<file path="src/rtl/sio_wait_pkg.sv">
package sio_wait_pkg;
    typedef enum logic [1:0] {
        ST_WAIT = 2'd0,
        ST_HIGH = 2'd1,
        ST_LOW  = 2'd2
    } xfer_state_e;
endpackage

</file>
<file path="src/rtl/sio_sck_events.sv">
module sio_sck_events
    import sio_wait_pkg::*;
#(
    parameter int HALF_PERIOD = 4,
    parameter int SYNC_STAGES = 2
) (
    input  logic        clk,
    input  logic        rst_n,
    input  logic        slave_mode,
    input  xfer_state_e state,
    input  logic        sck_in,
    output logic        fall_ev,
    output logic        rise_ev
);
    localparam int DIV_W = (HALF_PERIOD > 1) ? $clog2(HALF_PERIOD) : 1;
    localparam logic [DIV_W-1:0] DIV_LAST = DIV_W'(HALF_PERIOD - 1);

    logic [DIV_W-1:0]       div_q;
    logic                   tick;
    logic [SYNC_STAGES-1:0] sync_q;
    logic                   prev_q;
    logic                   sck_s;
    logic                   ext_fall;
    logic                   ext_rise;

    // Half-period divider, held at zero while paused
    assign tick = (state != ST_WAIT) && (div_q == DIV_LAST);

    always_ff @(posedge clk) begin
        if (!rst_n) begin
            div_q <= '0;
        end else if (state == ST_WAIT || tick) begin
            div_q <= '0;
        end else begin
            div_q <= div_q + DIV_W'(1);
        end
    end

    // Synchronizer for the external shift clock
    generate
        if (SYNC_STAGES == 1) begin : g_sync_one
            always_ff @(posedge clk) begin
                if (!rst_n) sync_q <= '1;
                else        sync_q <= sck_in;
            end
        end else begin : g_sync_chain
            always_ff @(posedge clk) begin
                if (!rst_n) sync_q <= '1;
                else        sync_q <= {sync_q[SYNC_STAGES-2:0], sck_in};
            end
        end
    endgenerate

    assign sck_s = sync_q[SYNC_STAGES-1];

    always_ff @(posedge clk) begin
        if (!rst_n) prev_q <= 1'b1;
        else        prev_q <= sck_s;
    end

    assign ext_fall = prev_q & ~sck_s;
    assign ext_rise = ~prev_q & sck_s;

    // Edge events, qualified by the phase the state machine is in
    always_comb begin
        fall_ev = 1'b0;
        rise_ev = 1'b0;
        unique case (state)
            ST_HIGH: fall_ev = slave_mode ? ext_fall : tick;
            ST_LOW:  rise_ev = slave_mode ? ext_rise : tick;
            default: begin
                fall_ev = 1'b0;
                rise_ev = 1'b0;
            end
        endcase
    end

    assert_wait_quiet_R11: assert property (@(posedge clk) disable iff (!rst_n)
        (state == ST_WAIT) |-> (!fall_ev && !rise_ev))
        else $error("shift edge reported while paused");

endmodule

</file>
<file path="src/rtl/sio_wait_fsm.sv">
module sio_wait_fsm
    import sio_wait_pkg::*;
#(
    parameter int DATA_BITS = 8
) (
    input  logic        clk,
    input  logic        rst_n,
    input  logic        start_req,
    input  logic        stop_req,
    input  logic        fall_ev,
    input  logic        rise_ev,
    output xfer_state_e state,
    output logic        busy,
    output logic        out_en,
    output logic        in_en
);
    localparam int CNT_W = $clog2(DATA_BITS + 1);
    localparam logic [CNT_W-1:0] CNT_FULL = CNT_W'(DATA_BITS);

    xfer_state_e      state_q;
    xfer_state_e      state_d;
    logic [CNT_W-1:0] cnt_q;
    logic [CNT_W-1:0] cnt_d;
    logic             last_edge;

    assign last_edge = rise_ev && (cnt_q == CNT_FULL);

    // State and counter register
    always_ff @(posedge clk) begin
        if (!rst_n) begin
            state_q <= ST_WAIT;
            cnt_q   <= '0;
        end else begin
            state_q <= state_d;
            cnt_q   <= cnt_d;
        end
    end

    // Transitions
    always_comb begin
        state_d = state_q;
        cnt_d   = cnt_q;
        unique case (state_q)
            ST_WAIT: begin
                cnt_d = '0;
                if (start_req) state_d = ST_HIGH;
            end
            ST_HIGH: begin
                if (stop_req) begin
                    state_d = ST_WAIT;
                    cnt_d   = '0;
                end else if (fall_ev) begin
                    state_d = ST_LOW;
                    cnt_d   = cnt_q + CNT_W'(1);
                end
            end
            ST_LOW: begin
                if (stop_req) begin
                    state_d = ST_WAIT;
                    cnt_d   = '0;
                end else if (last_edge) begin
                    state_d = ST_WAIT;
                    cnt_d   = '0;
                end else if (rise_ev) begin
                    state_d = ST_HIGH;
                end
            end
            default: begin
                state_d = ST_WAIT;
                cnt_d   = '0;
            end
        endcase
    end

    // Outputs
    always_comb begin
        state  = state_q;
        busy   = 1'b0;
        out_en = 1'b0;
        in_en  = 1'b0;
        unique case (state_q)
            ST_WAIT: busy = 1'b0;
            ST_HIGH: begin
                busy   = 1'b1;
                out_en = fall_ev && !stop_req;
            end
            ST_LOW: begin
                busy  = 1'b1;
                in_en = rise_ev && !stop_req;
            end
            default: busy = 1'b0;
        endcase
    end

    assert_done_R6: assert property (@(posedge clk) disable iff (!rst_n)
        (state_q == ST_LOW && rise_ev && !stop_req && cnt_q == CNT_FULL)
        |=> (state_q == ST_WAIT && cnt_q == '0))
        else $error("completion edge did not return to wait");

    assert_cnt_range_R6: assert property (@(posedge clk) disable iff (!rst_n)
        cnt_q <= CNT_FULL)
        else $error("edge counter beyond data width");

    assert_force_R7: assert property (@(posedge clk) disable iff (!rst_n)
        (state_q != ST_WAIT && stop_req) |=> (state_q == ST_WAIT && cnt_q == '0))
        else $error("forced wait not taken");

    assert_restart_ignored_R8: assert property (@(posedge clk) disable iff (!rst_n)
        (state_q == ST_HIGH && start_req && !stop_req) |=> (state_q != ST_WAIT))
        else $error("start write disturbed a running exchange");

endmodule

</file>
<file path="src/rtl/sio_shift_reg.sv">
module sio_shift_reg #(
    parameter int DATA_BITS = 8
) (
    input  logic                 clk,
    input  logic                 rst_n,
    input  logic                 load_en,
    input  logic [DATA_BITS-1:0] load_data,
    input  logic                 out_en,
    input  logic                 in_en,
    input  logic                 sdi,
    output logic [DATA_BITS-1:0] data,
    output logic                 sdo
);
    logic [DATA_BITS-1:0] data_q;
    logic                 sdo_q;

    always_ff @(posedge clk) begin
        if (!rst_n) begin
            data_q <= '0;
        end else if (load_en) begin
            data_q <= load_data;
        end else if (in_en) begin
            data_q <= {data_q[DATA_BITS-2:0], sdi};
        end
    end

    always_ff @(posedge clk) begin
        if (!rst_n)      sdo_q <= 1'b1;
        else if (out_en) sdo_q <= data_q[DATA_BITS-1];
    end

    assign data = data_q;
    assign sdo  = sdo_q;

    assert_data_hold_R11: assert property (@(posedge clk) disable iff (!rst_n)
        (!load_en && !in_en) |=> $stable(data_q))
        else $error("shift register moved without an enable");

    assert_sdo_hold_R4: assert property (@(posedge clk) disable iff (!rst_n)
        !out_en |=> $stable(sdo_q))
        else $error("serial output moved without a falling edge");

endmodule

</file>
<file path="src/rtl/sio_wait_ctrl.sv">
module sio_wait_ctrl
    import sio_wait_pkg::*;
#(
    parameter int DATA_BITS   = 8,
    parameter int HALF_PERIOD = 4,
    parameter int SYNC_STAGES = 2
) (
    input  logic                 clk,
    input  logic                 rst_n,
    input  logic                 slave_mode,
    input  logic                 wr_en,
    input  logic                 wr_addr,
    input  logic [DATA_BITS-1:0] wr_data,
    input  logic                 rd_addr,
    output logic [DATA_BITS-1:0] rd_data,
    output logic                 sck_o,
    input  logic                 sck_i,
    output logic                 sdo,
    input  logic                 sdi
);
    xfer_state_e          state;
    logic                 busy;
    logic                 fall_ev;
    logic                 rise_ev;
    logic                 out_en;
    logic                 in_en;
    logic                 flag_wr;
    logic                 start_req;
    logic                 stop_req;
    logic                 data_wr;
    logic [DATA_BITS-1:0] shreg;

    // Register port decode
    assign flag_wr   = wr_en && !wr_addr;
    assign start_req = flag_wr && wr_data[0];
    assign stop_req  = flag_wr && !wr_data[0];
    assign data_wr   = wr_en && wr_addr && !busy;

    sio_sck_events #(
        .HALF_PERIOD (HALF_PERIOD),
        .SYNC_STAGES (SYNC_STAGES)
    ) u_events (
        .clk        (clk),
        .rst_n      (rst_n),
        .slave_mode (slave_mode),
        .state      (state),
        .sck_in     (sck_i),
        .fall_ev    (fall_ev),
        .rise_ev    (rise_ev)
    );

    sio_wait_fsm #(
        .DATA_BITS (DATA_BITS)
    ) u_fsm (
        .clk       (clk),
        .rst_n     (rst_n),
        .start_req (start_req),
        .stop_req  (stop_req),
        .fall_ev   (fall_ev),
        .rise_ev   (rise_ev),
        .state     (state),
        .busy      (busy),
        .out_en    (out_en),
        .in_en     (in_en)
    );

    sio_shift_reg #(
        .DATA_BITS (DATA_BITS)
    ) u_shreg (
        .clk       (clk),
        .rst_n     (rst_n),
        .load_en   (data_wr),
        .load_data (wr_data),
        .out_en    (out_en),
        .in_en     (in_en),
        .sdi       (sdi),
        .data      (shreg),
        .sdo       (sdo)
    );

    assign sck_o   = slave_mode || (state != ST_LOW);
    assign rd_data = rd_addr ? shreg : {{(DATA_BITS-1){1'b0}}, busy};

    assert_idle_high_R3: assert property (@(posedge clk) disable iff (!rst_n)
        !busy |-> sck_o)
        else $error("shift clock low while paused");

    assert_start_R2: assert property (@(posedge clk) disable iff (!rst_n)
        (!busy && start_req) |=> busy)
        else $error("start write did not raise the run flag");

endmodule

</file>
<file path="config.mk">
export PLATFORM = sky130hd
export DESIGN_NAME = sio_wait_ctrl
export DESIGN_NICKNAME = d
export VERILOG_FILES = /design/src/rtl/sio_wait_pkg.sv /design/src/rtl/sio_sck_events.sv /design/src/rtl/sio_wait_fsm.sv /design/src/rtl/sio_shift_reg.sv /design/src/rtl/sio_wait_ctrl.sv
export SDC_FILE = /design/constraint.sdc
export NUM_CORES = 1
export LEC_CHECK = 0
export BUFFER_PORTS_ARGS = -buffer_cell sky130_fd_sc_hd__buf_2
export CORE_ASPECT_RATIO = 1.1
export CORE_MARGIN = 2
export CORE_UTILIZATION = 55
export CTS_BUF_LIST = sky130_fd_sc_hd__clkbuf_4
export DETAILED_ROUTE_END_ITERATION = 10
export GPL_TIMING_DRIVEN = 1
export PLACE_DENSITY_LB_ADDON = 0.12
export SYNTH_ARGS = -nofsm -noshare
export SYNTH_HDL_FRONTEND = slang
export SYNTH_SLANG_ARGS = --single-unit
</file>
<file path="constraint.sdc">
create_clock -name clk -period 5.49 [get_ports clk]
set_clock_uncertainty 0.1 [all_clocks]
set_input_delay 1.098 -clock clk [delete_from_list [all_inputs] [get_ports clk]]
set_output_delay 1.098 -clock clk [all_outputs]
set_load 0.01 [all_outputs]
</file>
==> results.md, run 1 <==
* Worst EP arrival at around 1700 ps
* Post-layout minimum cycle time at roughly 3000 ps
* DRC violation count after routing at 0
* # fillers at 183
* All-Layer GR Usage at roughly 20%
* Die Area at roughly 2600 um2
* CP Max Fanout at 8
* Antenna violations before repair at 0
* Via-to-Cell Ratio at ~5.7
* RePlAce Congestion at a little over 0.8
* Ys async rst share at 0%
* Buf/Inv on CP at 2
* Count leader, synth: dfxtp_1
* DR WL/cell at ~13 um
* Sequential area share after synthesis at 33.2%
* CTS tree: built
* Final Hold Fails at 0
* Worst-Margin Slew at about 870 ps
* Root buffer cell: clkbuf_4
* Slew Limit Fails at 0
* Main synth FF type: dfxtp_1
* CP max stage cell: mux2_2
* Post-synth top area share at 33.2%
* Hold Crit Depth at 1
* Post-synthesis cell count at about 120
* Synthesized area at between 1000 and 1500 um2
* Die width at a little under 50 um
* Avg Cell Area, Syn at about 9.9 um2
* Peak supply drop at roughly 0.19 mV
* P_leak at 0.650 nW
* Fin crit share at between 50% and 60%
* Largest cells by area after synthesis: dfxtp_1 (33%), mux2i_1 (9.1%), ha_1 (7.3%)
* # port buffers at 25
* Crit-path most repeated cell: buf_2
* Die height at 53.1 um
* Via count at approximately 990
* First-pass GRT wire length at between 3 and 4 mm
* RSZ-0062 raised after global routing: false
* Delay-heaviest family, CP: multiplexers
* H-tree levels at 1
* Max Clk Rate at 0.343 GHz
* Slew margin rel. at between 40% and 50%
* Seq cells post-synth at 20
* Num CTS Buffers at 3
* Pwr Density at 281 nW/um2
* Ant. Diodes at 0
* Worst r2r path cells at 6
* Max Cap Viol at 0
* CP startpoint kind: primary input
* # hold bufs at CTS at 0
* Mapped Nets at around 150
* Critical Path Max Stage Delay at 340 ps
* Crit path kind: in2out
* Drt pass-1 iters at 4
* WHS at 316 ps
* Count of cell types in the netlist at slightly above 40
* Detailed Route WL at around 2.3 mm
* Post-CTS setup buffer count at 0
* Antenna viol nets, final at 0
* Pin count of the biggest net entering global routing at 22
* Site Rows at 17
* CP required at 4290 ps
* Iteration-0 DRC Markers at 6
* Run status: completed
* Post-detail-place hpwl at about 1.8 mm
* Setup crit end kind: output port
* Layout cells sized above 1 at 25.5%
* TNS Setup at 0 ps
* Syn-to-layout area delta at 12.7%
* Multi-input logic area at 752 um2
* # IOs at 26
* Syn. warnings at 0
* GR Overflow Total at 0
* Flip-flop and latch area at roughly 400 um2
* Synth top cells by count: dfxtp_1 (20), mux2i_1 (11), nand2_1 (10)
* Initial core utilization at 59.1%
* CTS Sinks at 20
* Cells along the critical path: buf_2 -> mux2_2 -> buf_2
* Total Nets Final at 170
* Number of gates resized after CTS at 0
* Vias in the first global route at 900
* Cell type with the largest total area after synthesis: dfxtp_1
* Clock latency on the worst-skew pair at between 200 and 300 ps
* Clock Tree Buf Depth at 2
* Hold Path Class: reg2reg
* Core box area at 2040 um2
* # setup viols final at 0
* EDFF count, synth at 0
* Worst path depth at 3
* Clk slew on worst S/H paths at 100 ps
-- path summary, 6_finish.rpt --
check                     startpoint                  to  slack (ps)
setup reg to reg      u_fsm.state[0]     u_shreg.data[4]        3230
hold / removal    u_events.sync_q[0]  u_events.sync_q[1]         320
setup / recovery             rd_addr          rd_data[0]        2570
hold reg to reg   u_events.sync_q[0]  u_events.sync_q[1]         320
-- sequential cells by signal, summed over array words and instances, names as in the netlist --
register and flops:
u_events.prev_q 1, u_fsm.cnt_q 4, u_events.sync_q 2, u_shreg.sdo 1
u_fsm.state 2, u_shreg.data 8, u_events.div_q 2
-- through the flow --
stage               cells  power (mW)  util (%)  setup slack (ps)  instance area [um2]
floorplan             122       0.285         -              2860                 1210
global placement      170       0.313      65.6              2580                 1340
detailed placement    170       0.318      65.6              2560                 1340
CTS                   173       0.388      66.7              2560                 1360
global route          173       0.407      66.7              2540                 1360
finish                173       0.382      66.7              2570                 1360
-- per-layer routing --
| layer | up-vias | track usage (%) | wire, um |
|---|---|---|---|
| met1 | 469 | 21.7 | 1050 |
| met3 | 2 | 3.67 | 82 |
| met5 | - | 0 | 0 |
| li1 | 506 | - | - |
| met2 | 15 | 37.0 | 1140 |
| met4 | 0 | 10.0 | 26 |
-- cells by family after synthesis --
group,synth area share (%)
DFF,33.2
and+or+nand+nor,20.6
muxes,10.1
AOI/OAI and AO/OA,24.4
buffers and inverters,4.56
adders and majority gates,7.25
-- cell type report --
cell class / count / share of cell area (%)
flip-flops and latches: 20 / 29.4
inverters: 7 / 1.93
clock buffers: 3 / 1.65
multi-input cells: 90 / 55.2
well taps: 28 / 2.57
repair buffers: 25 / 9.19
-- power by group --
part | leakage [nW] | switching [mW] | internal, mW
Clock | 0.0138 | 0.0422 | 0.0255
Combinational | 0.473 | 0.0720 | 0.0680
Sequential | 0.163 | 0.0124 | 0.162
-- cells in the final DEF, fill, tap and decap left out, types with 3 or more instances in the layout --
cell type	instances
nand3b_1	3
mux2i_1	11
buf_2	25
o311a_1	8
inv_1	7
o21ai_0	7
dfxtp_1	20
nand2_1	10
nand2b_1	4
ha_1	7
and2_1	8
clkbuf_4	3
Power figures use the tool's default switching activity.
==> run 2: changes to the inputs <==
--- a/config.mk
+++ b/config.mk
@@ -8,7 +8,7 @@
 export BUFFER_PORTS_ARGS = -buffer_cell sky130_fd_sc_hd__buf_2
 export CORE_ASPECT_RATIO = 1.1
 export CORE_MARGIN = 2
-export CORE_UTILIZATION = 55
+export CORE_UTILIZATION = 50
 export CTS_BUF_LIST = sky130_fd_sc_hd__clkbuf_4
 export DETAILED_ROUTE_END_ITERATION = 10
 export GPL_TIMING_DRIVEN = 1
==> constraint.sdc (replaced) <==
create_clock -name clk -period 2.4 [get_ports clk]
set_clock_uncertainty 0.1 [all_clocks]
set_input_delay 0.48 -clock clk [delete_from_list [all_inputs] [get_ports clk]]
set_output_delay 0.48 -clock clk [all_outputs]
set_load 0.01 [all_outputs]
==> run 2 against run 1 <==
First-iteration DRC count grew to 2.5 times the previous value. Clock power is 140% higher. Sequential power is 130% higher. Register-to-register slack worse by 2900 ps. Sequential cell count stayed put. Non-clock buffer count is 5 higher. Largest power group unchanged.
==> results.md, run 2 (synthesis gave the netlist of run 1 again) <==
* GR Overflow Total at 0 (unchanged)
* Core box area at 2270 um2 (+11%)
* Post-detail-place hpwl at 1.83 mm (+4.1%)
* All-Layer GR Usage at 19.2% (-0.64 points)
* Max Cap Viol at 0 (unchanged)
* Peak supply drop at 0.434 mV (+120%)
* Final Hold Fails at 0 (unchanged)
* Pin count of the biggest net entering global routing at 21 (-4.5%)
* DRC violation count after routing at 0 (unchanged)
* TNS Setup at 0 ps (unchanged)
* # hold bufs at CTS at 0 (unchanged)
* Vias in the first global route at 897 (-0.33%)
* Die width at 50.9 um (+4.5%)
* Cells along the critical path: inv_1 -> ha_1 -> mux2_2 -> buf_2
* CP required at 1820 ps (-2470 ps)
* CP Max Fanout at 4 (-4)
* Run status: completed
* # fillers at 218 (+19%)
* Worst-Margin Slew at 501 ps (-372 ps)
* P_leak at 0.681 nW (+4.7%)
* Pwr Density at 630 nW/um2 (+120%)
* Commonest non-fill, non-tap cell in the layout: buf_2
* Max Clk Rate at 0.473 GHz
* Ant. Diodes at 0 (unchanged)
* Worst EP arrival at 1530 ps (-190 ps)
* CP max stage cell: dfxtp_1
* Crit path kind: reg2out
* Via count at 1014 (+2.2%)
* First-pass GRT wire length at 4.20 mm (+8.0%)
* Site Rows at 18 (+1)
* Layout Utilization at 62.3% (-4.3 points)
* # port buffers at 25 (unchanged)
* Die height at 55.5 um (+4.5%)
* Num CTS Buffers at 3 (unchanged)
* Antenna viol nets, final at 0 (unchanged)
* Clock Tree Buf Depth at 2 (unchanged)
* Clk slew on worst S/H paths at 110 ps (about the same)
* # setup viols final at 0 (unchanged)
* CTS tree: built
* Root buffer cell: clkbuf_4
* Die Area at 2820 um2 (+9.2%)
* Antenna violations before repair at 0 (unchanged)
* Fin crit share at 88.1%
* CTS Sinks at 20 (unchanged)
* Total Nets Final at 175 (+2.9%)
* Post-layout minimum cycle time at roughly 2100 ps
* CP startpoint kind: register
* Critical Path Max Stage Delay at 410 ps (+70 ps)
* RSZ-0062 raised after global routing: false
* Syn-to-layout area delta at 17.4%
* Via-to-Cell Ratio at 5.60 (-2.3%)
* Layout cells sized above 1 at 27.8% (+2.3 points)
* DR WL/cell at 13.6 um (+2.4%)
* RePlAce Congestion at 0.924 (+14%)
* Slew margin rel. at 66.5% (+25 points)
* Drt pass-1 iters at 4 (unchanged)
* Most frequent cells in the layout: buf_2 (25), dfxtp_1 (20), mux2i_1 (11), nand2_1 (10)
* Initial core utilization at 53.1% (-6.0 points)
* H-tree levels at 1 (unchanged)
* Slew Limit Fails at 0 (unchanged)
* Hold Path Class: in2reg
* Largest register FFs at 8 (unchanged)
* Clock latency on the worst-skew pair at 300 ps (about the same)
* Final non-filler cell total at 181 (+4.6%)
* Cell count after placement at 176 (+3.5%)
* Iteration-0 DRC Markers at 15 (+9)
* # IOs at 26 (unchanged)
* Detailed Route WL at 2.46 mm (+7.2%)
* Setup crit end kind: output port
## run 2: report_power, final
| part | switching [mW] | total [mW] | internal [mW] |
|---|---|---|---|
| combinational | 0.169 | 0.331 | 0.161 |
| sequential | 0.0302 | 0.401 | 0.371 |
| clock | 0.101 | 0.162 | 0.0606 |
| total | 0.301 | 0.893 | 0.592 |
## run 2: layer usage
layer  vias up  global-route usage (%)  part of all wire, %
li1        511                       -                    -
met1       478                    25.0                   48
met2        21                    30.5                   47
met3         4                    2.97                  3.7
met4         0                    9.27                  1.9
met5         -                       0                    0
## run 2: worst paths after layout
path	depth (start not counted)	startpoint	slack, ps	end
max	4	u_fsm.state[0]	290	rd_data[0]
min	2	sck_i	250	u_events.sync_q[0]
max reg2reg	7	u_fsm.state[0]	300	u_shreg.data[5]
min reg2reg	1	u_events.sync_q[0]	320	u_events.sync_q[1]
## run 2: area by class of cell
type | instances | area [um2] | area share (%)
multi-input cells | 90 | 752 | 53.0
flip-flops and latches | 20 | 400 | 28.2
repair buffers | 30 | 175 | 12.4
well taps | 30 | 37.5 | 2.65
inverters | 7 | 26.3 | 1.85
clock buffers | 3 | 22.5 | 1.59
clock inverters | 1 | 3.75 | 0.265
## run 2: through the flow
step	instance area, um2	total power, mW	hold slack, ps	worst slack [ps]
after floorplan	1210	0.652	286	480
after global placement	1370	0.727	288	294
after detailed placement	1370	0.737	307	200
after CTS	1400	0.900	249	161
after global routing	1420	0.953	253	201
final	1420	0.893	252	287
## run 2: critical path: cells and delay by family, from the launching register on
family	cells	cell delay (ps)
buffers and inverters	2	230
muxes	1	270
DFF	1	410
adders and majority gates	1	340
## run 2: timing repair
action / 4_1_cts / 5_1_grt
buffers inserted: 0 / 1
gates resized for setup: 0 / 0
setup endpoints to repair: 0 / 1
